`config.mk`:
```
export PLATFORM = sky130hd
export DESIGN_NAME = tmr_reg_if
export DESIGN_NICKNAME = d
export VERILOG_FILES = /design/src/rtl/tmr_pkg.sv /design/src/rtl/tmr_lane_align.sv /design/src/rtl/tmr_chan_regs.sv /design/src/rtl/tmr_reg_if.sv
export SDC_FILE = /design/constraint.sdc
export NUM_CORES = 2
export LEC_CHECK = 0
export CAP_MARGIN = 20
export CORE_AREA = 2 2 590 592
export CTS_BUF_LIST = sky130_fd_sc_hd__clkbuf_4 sky130_fd_sc_hd__clkbuf_8
export CTS_CLUSTER_DIAMETER = 50
export DETAILED_ROUTE_END_ITERATION = 16
export DIE_AREA = 0 0 592 594
export GPL_TIMING_DRIVEN = 0
export HOLD_SLACK_MARGIN = 0.06
export PLACE_DENSITY_LB_ADDON = 0.15
export SYNTH_ARGS = -nofsm -noshare
export SYNTH_HDL_FRONTEND = slang
export SYNTH_HIERARCHICAL = 1
export SYNTH_SLANG_ARGS = --single-unit
```
`constraint.sdc`:
```
create_clock -name clk_i -period 6.9 [get_ports clk_i]
set_clock_uncertainty 0.15 [all_clocks]
set_input_delay 2.07 -clock clk_i [delete_from_list [all_inputs] [get_ports clk_i]]
set_output_delay 2.07 -clock clk_i [all_outputs]
set_load 0.01 [all_outputs]
```
`src/rtl/tmr_pkg.sv`:
```
package tmr_pkg;
  localparam int unsigned CH_BASE   = 'h100;
  localparam int unsigned CH_STRIDE = 'h20;
  localparam int unsigned OFF_CAPS  = 'h000;
  localparam int unsigned OFF_GCFG  = 'h010;
  localparam int unsigned OFF_STS   = 'h020;
  localparam int unsigned OFF_CNT   = 'h0F0;

  typedef enum logic [1:0] {
    SUB_CFG  = 2'd0,
    SUB_CMP  = 2'd1,
    SUB_MSG  = 2'd2,
    SUB_NONE = 2'd3
  } ch_sub_e;

  // channel config: writable bits 1,2,3,6,13:9,14
  localparam logic [63:0] CFG_WR_MASK = 64'h0000_0000_0000_7E4E;
  // read-only capability bits in the low word: bit 15 and bit 4 set
  localparam logic [31:0] CFG_RST_LO  = 32'h0000_8010;

  function automatic logic [63:0] merge64(input logic [63:0] old_v,
                                          input logic [63:0] new_v,
                                          input logic [63:0] msk);
    return (old_v & ~msk) | (new_v & msk);
  endfunction
endpackage

```
`src/rtl/tmr_lane_align.sv`:
```
module tmr_lane_align (
  input  logic [3:0]  size_i,
  input  logic [2:0]  off_i,
  input  logic [63:0] wdata_i,
  output logic        ok_o,
  output logic        hi_o,
  output logic        wide_o,
  output logic [63:0] mask_o,
  output logic [63:0] data_o
);
  always_comb begin
    wide_o = (size_i == 4'd8);
    ok_o   = (wide_o && off_i == 3'd0) || (size_i == 4'd4 && off_i[1:0] == 2'd0);
    hi_o   = (size_i == 4'd4) && off_i[2];
    if (!ok_o) begin
      mask_o = '0;
      data_o = '0;
    end else if (wide_o) begin
      mask_o = '1;
      data_o = wdata_i;
    end else if (hi_o) begin
      mask_o = {32'hFFFF_FFFF, 32'h0};
      data_o = {wdata_i[31:0], 32'h0};
    end else begin
      mask_o = {32'h0, 32'hFFFF_FFFF};
      data_o = {32'h0, wdata_i[31:0]};
    end
  end

  always_comb begin
    p_half_mask_r3: assert (!(ok_o && !wide_o) || $countones(mask_o) == 32);
    p_reject_no_mask_r2: assert (ok_o || mask_o == '0);
  end
endmodule

```
`src/rtl/tmr_chan_regs.sv`:
```
module tmr_chan_regs
  import tmr_pkg::*;
#(
  parameter logic [31:0] ROUTE_CAP = 32'h00F0_0000
) (
  input  logic        clk_i,
  input  logic        rst_ni,
  input  logic        wr_cfg_i,
  input  logic        wr_cmp_i,
  input  logic        wr_msg_i,
  input  logic [63:0] mask_i,
  input  logic [63:0] data_i,
  output logic [63:0] cfg_o,
  output logic [31:0] cmp_o,
  output logic [63:0] msg_o
);
  logic [63:0] cfg_q, msg_q;
  logic [31:0] cmp_q;
  logic [63:0] cfg_wm;

  assign cfg_wm = mask_i & CFG_WR_MASK;

  always_ff @(posedge clk_i or negedge rst_ni) begin
    if (!rst_ni) begin
      cfg_q <= {ROUTE_CAP, CFG_RST_LO};
      cmp_q <= 32'hFFFF_FFFF;
      msg_q <= '0;
    end else begin
      if (wr_cfg_i) cfg_q <= merge64(cfg_q, data_i, cfg_wm);
      if (wr_cmp_i) cmp_q <= (cmp_q & ~mask_i[31:0]) | (data_i[31:0] & mask_i[31:0]);
      if (wr_msg_i) msg_q <= merge64(msg_q, data_i, mask_i);
    end
  end

  assign cfg_o = cfg_q;
  assign cmp_o = cmp_q;
  assign msg_o = msg_q;

  p_ro_route_stable_r7: assert property (@(posedge clk_i) disable iff (!rst_ni)
    $stable(cfg_q[63:32]));
  p_ro_caps_stable_r7: assert property (@(posedge clk_i) disable iff (!rst_ni)
    $stable({cfg_q[15], cfg_q[8], cfg_q[5:4]}));
  p_cmp_hi_write_keeps_r10: assert property (@(posedge clk_i) disable iff (!rst_ni)
    (wr_cmp_i && mask_i[31:0] == 32'h0) |=> $stable(cmp_q));
  p_msg_lo_kept_r3: assert property (@(posedge clk_i) disable iff (!rst_ni)
    (wr_msg_i && mask_i[31:0] == 32'h0) |=> $stable(msg_q[31:0]));
endmodule

```
`src/rtl/tmr_reg_if.sv`:
```
module tmr_reg_if
  import tmr_pkg::*;
#(
  parameter int unsigned N_CH      = 8,
  parameter int unsigned ADDR_W    = 12,
  parameter logic [31:0] ROUTE_CAP = 32'h00F0_0000,
  parameter logic [15:0] VENDOR_ID = 16'h8086,
  parameter int unsigned TICK_LOG2 = 24
) (
  input  logic                 clk_i,
  input  logic                 rst_ni,
  input  logic                 req_i,
  input  logic                 we_i,
  input  logic [ADDR_W-1:0]    addr_i,
  input  logic [3:0]           size_i,
  input  logic [63:0]          wdata_i,
  output logic                 ready_o,
  output logic [63:0]          rdata_o,
  input  logic [31:0]          count_i,
  input  logic [N_CH-1:0]      status_i,
  output logic                 enable_o,
  output logic                 cnt_we_o,
  output logic [31:0]          cnt_wdata_o,
  output logic                 sts_we_o,
  output logic [N_CH-1:0]      sts_clr_o,
  output logic [N_CH*64-1:0]   ch_cfg_o,
  output logic [N_CH*32-1:0]   ch_cmp_o,
  output logic [N_CH*64-1:0]   ch_msg_o
);
  localparam logic [63:0] TICK_FS = 64'd1000000000000000 >> TICK_LOG2;
  localparam logic [63:0] CAPS    = {TICK_FS[31:0], VENDOR_ID, 3'b000,
                                     5'(N_CH - 1), 8'h01};
  localparam int unsigned CH_END  = CH_BASE + CH_STRIDE * N_CH;

  logic        acc_ok, acc_hi, acc_wide;
  logic [63:0] acc_mask, acc_data;
  logic [31:0] word_a;
  logic        hit_caps, hit_gcfg, hit_sts, hit_cnt, in_ch;
  logic [4:0]  ch_sel;
  ch_sub_e     ch_sub;
  logic        wr;
  logic        en_q, ready_q;
  logic [63:0] rdata_q, rd_full, rd_lane;
  logic [63:0] cfg_a [N_CH];
  logic [31:0] cmp_a [N_CH];
  logic [63:0] msg_a [N_CH];

  tmr_lane_align u_lane (
    .size_i (size_i),
    .off_i  (addr_i[2:0]),
    .wdata_i(wdata_i),
    .ok_o   (acc_ok),
    .hi_o   (acc_hi),
    .wide_o (acc_wide),
    .mask_o (acc_mask),
    .data_o (acc_data)
  );

  // decode on 8-byte words
  assign word_a   = 32'({addr_i[ADDR_W-1:3], 3'b000});
  assign hit_caps = (word_a == OFF_CAPS);
  assign hit_gcfg = (word_a == OFF_GCFG);
  assign hit_sts  = (word_a == OFF_STS);
  assign hit_cnt  = (word_a == OFF_CNT);
  assign in_ch    = (word_a >= CH_BASE) && (word_a < CH_END);
  assign ch_sel   = 5'((word_a - CH_BASE) >> 5);
  assign ch_sub   = ch_sub_e'(2'((word_a - CH_BASE) >> 3));
  assign wr       = req_i && we_i && acc_ok;

  always_ff @(posedge clk_i or negedge rst_ni) begin
    if (!rst_ni)                   en_q <= 1'b0;
    else if (wr && hit_gcfg && acc_mask[0]) en_q <= acc_data[0];
  end
  assign enable_o = en_q;

  always_comb begin
    logic [31:0] cnt_m;
    cnt_m       = (count_i & ~acc_mask[31:0]) | (acc_data[31:0] & acc_mask[31:0]);
    cnt_we_o    = wr && hit_cnt;
    cnt_wdata_o = cnt_m;
    sts_we_o    = wr && hit_sts;
    sts_clr_o   = sts_we_o ? (status_i & acc_data[N_CH-1:0]) : '0;
  end

  for (genvar g = 0; g < N_CH; g++) begin : g_ch
    logic sel;
    assign sel = in_ch && (ch_sel == 5'(g));
    tmr_chan_regs #(.ROUTE_CAP(ROUTE_CAP)) u_ch (
      .clk_i   (clk_i),
      .rst_ni  (rst_ni),
      .wr_cfg_i(wr && sel && ch_sub == SUB_CFG),
      .wr_cmp_i(wr && sel && ch_sub == SUB_CMP),
      .wr_msg_i(wr && sel && ch_sub == SUB_MSG),
      .mask_i  (acc_mask),
      .data_i  (acc_data),
      .cfg_o   (cfg_a[g]),
      .cmp_o   (cmp_a[g]),
      .msg_o   (msg_a[g])
    );
    assign ch_cfg_o[g*64 +: 64] = cfg_a[g];
    assign ch_cmp_o[g*32 +: 32] = cmp_a[g];
    assign ch_msg_o[g*64 +: 64] = msg_a[g];
  end

  always_comb begin
    rd_full = '0;
    if (hit_caps)      rd_full = CAPS;
    else if (hit_gcfg) rd_full = {63'h0, en_q};
    else if (hit_sts)  rd_full = 64'(status_i);
    else if (hit_cnt)  rd_full = {32'h0, count_i};
    else if (in_ch) begin
      for (int c = 0; c < N_CH; c++) begin
        if (ch_sel == 5'(c)) begin
          case (ch_sub)
            SUB_CFG: rd_full = cfg_a[c];
            SUB_CMP: rd_full = {32'h0, cmp_a[c]};
            SUB_MSG: rd_full = msg_a[c];
            default: rd_full = '0;
          endcase
        end
      end
    end
    if (acc_wide)    rd_lane = rd_full;
    else if (acc_hi) rd_lane = {32'h0, rd_full[63:32]};
    else             rd_lane = {32'h0, rd_full[31:0]};
  end

  always_ff @(posedge clk_i or negedge rst_ni) begin
    if (!rst_ni) begin
      ready_q <= 1'b0;
      rdata_q <= '0;
    end else begin
      ready_q <= req_i;
      rdata_q <= (req_i && !we_i && acc_ok) ? rd_lane : '0;
    end
  end
  assign ready_o = ready_q;
  assign rdata_o = rdata_q;

  p_ready_after_req_r12: assert property (@(posedge clk_i) disable iff (!rst_ni)
    req_i |=> ready_o);
  p_no_spurious_ready_r12: assert property (@(posedge clk_i) disable iff (!rst_ni)
    !req_i |=> !ready_o);
  p_bad_read_zero_r1: assert property (@(posedge clk_i) disable iff (!rst_ni)
    (req_i && !we_i && !acc_ok) |=> rdata_o == 64'h0);
  p_bad_no_strobe_r2: assert property (@(posedge clk_i) disable iff (!rst_ni)
    (req_i && !acc_ok) |-> (!cnt_we_o && !sts_we_o));
  p_clr_pending_only_r9: assert property (@(posedge clk_i) disable iff (!rst_ni)
    (sts_clr_o & ~status_i) == '0);
  p_half_read_upper_zero_r4: assert property (@(posedge clk_i) disable iff (!rst_ni)
    (req_i && !we_i && size_i == 4'd4) |=> rdata_o[63:32] == 32'h0);
endmodule

```
==> metrics.md <==
| Metric | Value |
|---|---|
| Core Region | 345,000 sq um |
| CTS Buf Count | 228 |
| Post-synthesis sequential area ratio | between 40% and 50% |
| Initial Utilization | 16.2% |
| Synth unique cells | 82 |
| Cell Area, Synth | between 50,000 and 60,000 sq um |
| Reg area | approximately 23,000 sq um |
| M2 GR Usage | roughly 53% |
| Fin crit period | ~6.9 ns |
| Most frequent cells in the layout | clkdlybuf4s50_1, nand2_1, dfrtp_1, buf_4, mux2_2 |
| Clk sink count | between 900 and 1,000 |
| Seq cells post-synth | approximately 900 |
| Power Dens Cells | between 150 and 200 nW/um^2 |
| Gr usage total | about a third |
| IO Port Bufs | 1,075 |
| Clock transition at the registers of the reported paths | around 0.050 ns |
| PnR worst setup slack | between 0.015 and 0.02 ns |
| DRC viols | 0 |
| Total congestion overflow | 0 |
| Most common cell after layout, fill and taps aside | clkdlybuf4s50_1 |
| Synth area leaders | dfrtp_1, dfstp_2, mux2_2 |
| Layout area overhead | 48.9% |
| Pin count of the biggest net entering global routing | about 150 |
| Tightest Pin Transition | approximately 1.2 ns |
| Maximum VDD drop | about 0.16 mV |
| Fin crit share | roughly 100% |
| Wire per inst | between 40 and 50 microns |
| Root Buffer | clkbuf_8 |
| Reg2Reg Depth | 7 |
| Via-per-instance ratio | ~4.5 |
| DPL Wire Length | between 400,000 and 500,000 microns |
| Asr flop ratio synth | 100% |
| Cell count after placement | ~11,000 |
| Hold Buf Count CTS | 0 |
| Die Ht | 594 microns |
| Number of synthesized flops with an enable pin | 0 |
| Max FO, Critical Path | 17 |
| Met3 Use GR | 9.60% |
| Leakage | ~0.037 uW |
| Leading area contributor after synthesis | dfrtp_1 |
| Outcome | complete, no violations |
| Die area | 352,000 sq um |
| Layout fillers | 37,100 |
| Share of the synthesized area in the top cell type | between 20% and 30% |
| Initial antenna violation count | approximately 130 |
| Cell count after synthesis | around 5,300 |
| Global route hottest layer | met2 |
| Hold slack | 0.375 ns |
| Rel. slew slack | 18.9% |
| Pre-CTS WS | -1.80 ns |
| Starting DRT DRC Count | slightly below 5,000 |
| Yosys warnings | 6 |
| Crit-path cells | clkdlybuf4s50_1 -> nor2_2 -> o211ai_4 -> buf_8 -> nor2_4 -> buf_12 -> buf_8 -> buf_12 -> mux2_2 -> clkdlybuf4s50_1 |
| CP max stage cell | clkdlybuf4s50_1 |
| Critical Path RT | approximately 4.7 ns |
| CP Launch Type | primary input |
| Post-DRT Antenna Nets | 0 |
| Worst setup EP type | primary output |
| Flop2flop setup slack | between 3 and 4 ns |
| Vias in the first global route | approximately 53,000 |
| Placement Rows | approximately 220 |
| Final nets | 7,269 |
| First-pass GRT wire length | 699,000 microns |
| Avg Cell Area, Syn | between 10 and 15 sq um |
| Fin. Hold Viols | 0 |
| Hold Crit Class | register to register |
| CTS tree | done |
| CP Data Arrival Time | ~4.7 ns |
| Main synth FF type | dfrtp_1 |
| Grt met1 use | 36.4% |
| Finished Core Util | between 20 and 25% |
| Area occupied by multi-input gates | ~29,000 sq um |
| I/O pins | approximately 1,500 |
| Finished Layout Cells | approximately 12,000 |
| # Max-Cap Violations | 0 |
| Final setup fails | 0 |
| Reg-to-Reg End | rdata_o[6] |
| Max stage delay on crit path | roughly 0.51 ns |
| RePlAce Congestion | about 0.91 |
| H-tree depth | 4 |
| Die Wd | approximately 590 microns |
| Clock buffer depth | 4 |
| Pre-antenna DRT Iters | 6 |
| Post-Route WL | 577,000 microns |
| Final Max Slew Viols | 0 |
| Hold Crit Depth | 1 |
| Maximum clock rate | roughly 150 MHz |
| WS Path Type | primary input to primary output |
| Vias | roughly 54,000 |
| Share of cells above drive strength 1 | 34.0% |
| RSZ-0062 raised after global routing | yes |
| Worst-skew pair later-pin latency | 1.08 ns |
==> through the flow <==
step	instance area, sq um	total power, uW	TNS, ns
6_report	83000	15900	0
3_5_place_dp	76000	7230	-707.10
4_1_cts	82800	15900	-0.489
3_3_place_gp	73800	7170	-
2_1_floorplan	57300	6180	0
5_1_grt	83000	16300	-0.00327
==> cell type report <==
class | count | share of cell area (%)
antenna | 49 | 0.148
buffer | 801 | 7.57
timing repair buffer | 1233 | 16.1
clock buffer | 346 | 5.21
multi-input combinational | 3958 | 34.5
sequential | 914 | 27.9
inverter | 8 | 0.0392
clock inverter | 80 | 1.55
tap | 4578 | 6.90
==> routing by layer <==
layer	wire [microns]	up-vias
li1	-	21700
met1	222000	28200
met2	275000	3278
met3	48200	825
met4	32400	16
met5	111	-
==> synth_stat cells (all sizes together) (6+ instances only) <==
cell,instances
nor2,300
o22ai,148
and3,43
nor4,13
dfrtp,658
a22oi,26
a21oi,201
nand3,25
mux2,946
o211ai,20
or3,19
nor3,44
a222oi,6
dfstp,256
nor2b,6
or4,14
a221oi,54
mux2i,447
conb,16
inv,7
o31ai,11
and2,9
a221o,14
a31oi,9
clkbuf,86
a211oi,22
o21ai,113
a32oi,32
nand2,938
buf,715
==> kinds of logic after synthesis <==
group	Yosys count	share of synthesized area (%)
mux	1393	29.3
fa+ha+maj	1	0.0224
flops	914	41.6
buf+inv	809	10.3
other cells	16	0.108
xor+xnor	1	0.0157
simple gates	1428	10.6
compound gates	701	8.12
==> worst max-delay path, delay by kind of cell <==
kind	cells	cell delay, ns
buf+inv	6	1.71
mux	1	0.43
simple gates	2	0.26
compound gates	1	0.18
==> how the worst max path moves through the flow <==
stage          startpoint              end  slack [ns]  cells past startpoint
2_1_floorplan   size_i[1]  cnt_wdata_o[13]        0.29                      6
3_3_place_gp       rst_ni        async pin      -45.56                      1
3_5_place_dp    addr_i[3]         register       -1.80                     13
4_1_cts         addr_i[0]   cnt_wdata_o[6]       -0.13                     11
5_1_grt         addr_i[0]  cnt_wdata_o[26]      -0.003                     10
6_report        addr_i[0]  cnt_wdata_o[26]        0.02                     10
==> power breakdown <==
| group | internal (uW) | total, uW | switching [uW] |
|---|---|---|---|
| logic | 522 | 1930 | 1410 |
| clock network | 5190 | 8580 | 3390 |
| registers | 5370 | 5370 | 0.0910 |
==> timing repair <==
item                                    4_1_cts  5_1_grt
buffers inserted                             33       11
resized for setup                           219       18
gates cloned                                  8        2
pin swaps                                    11        3
endpoints found under the setup margin      278       29
No activity file was read; power rests on OpenSTA's default activity.
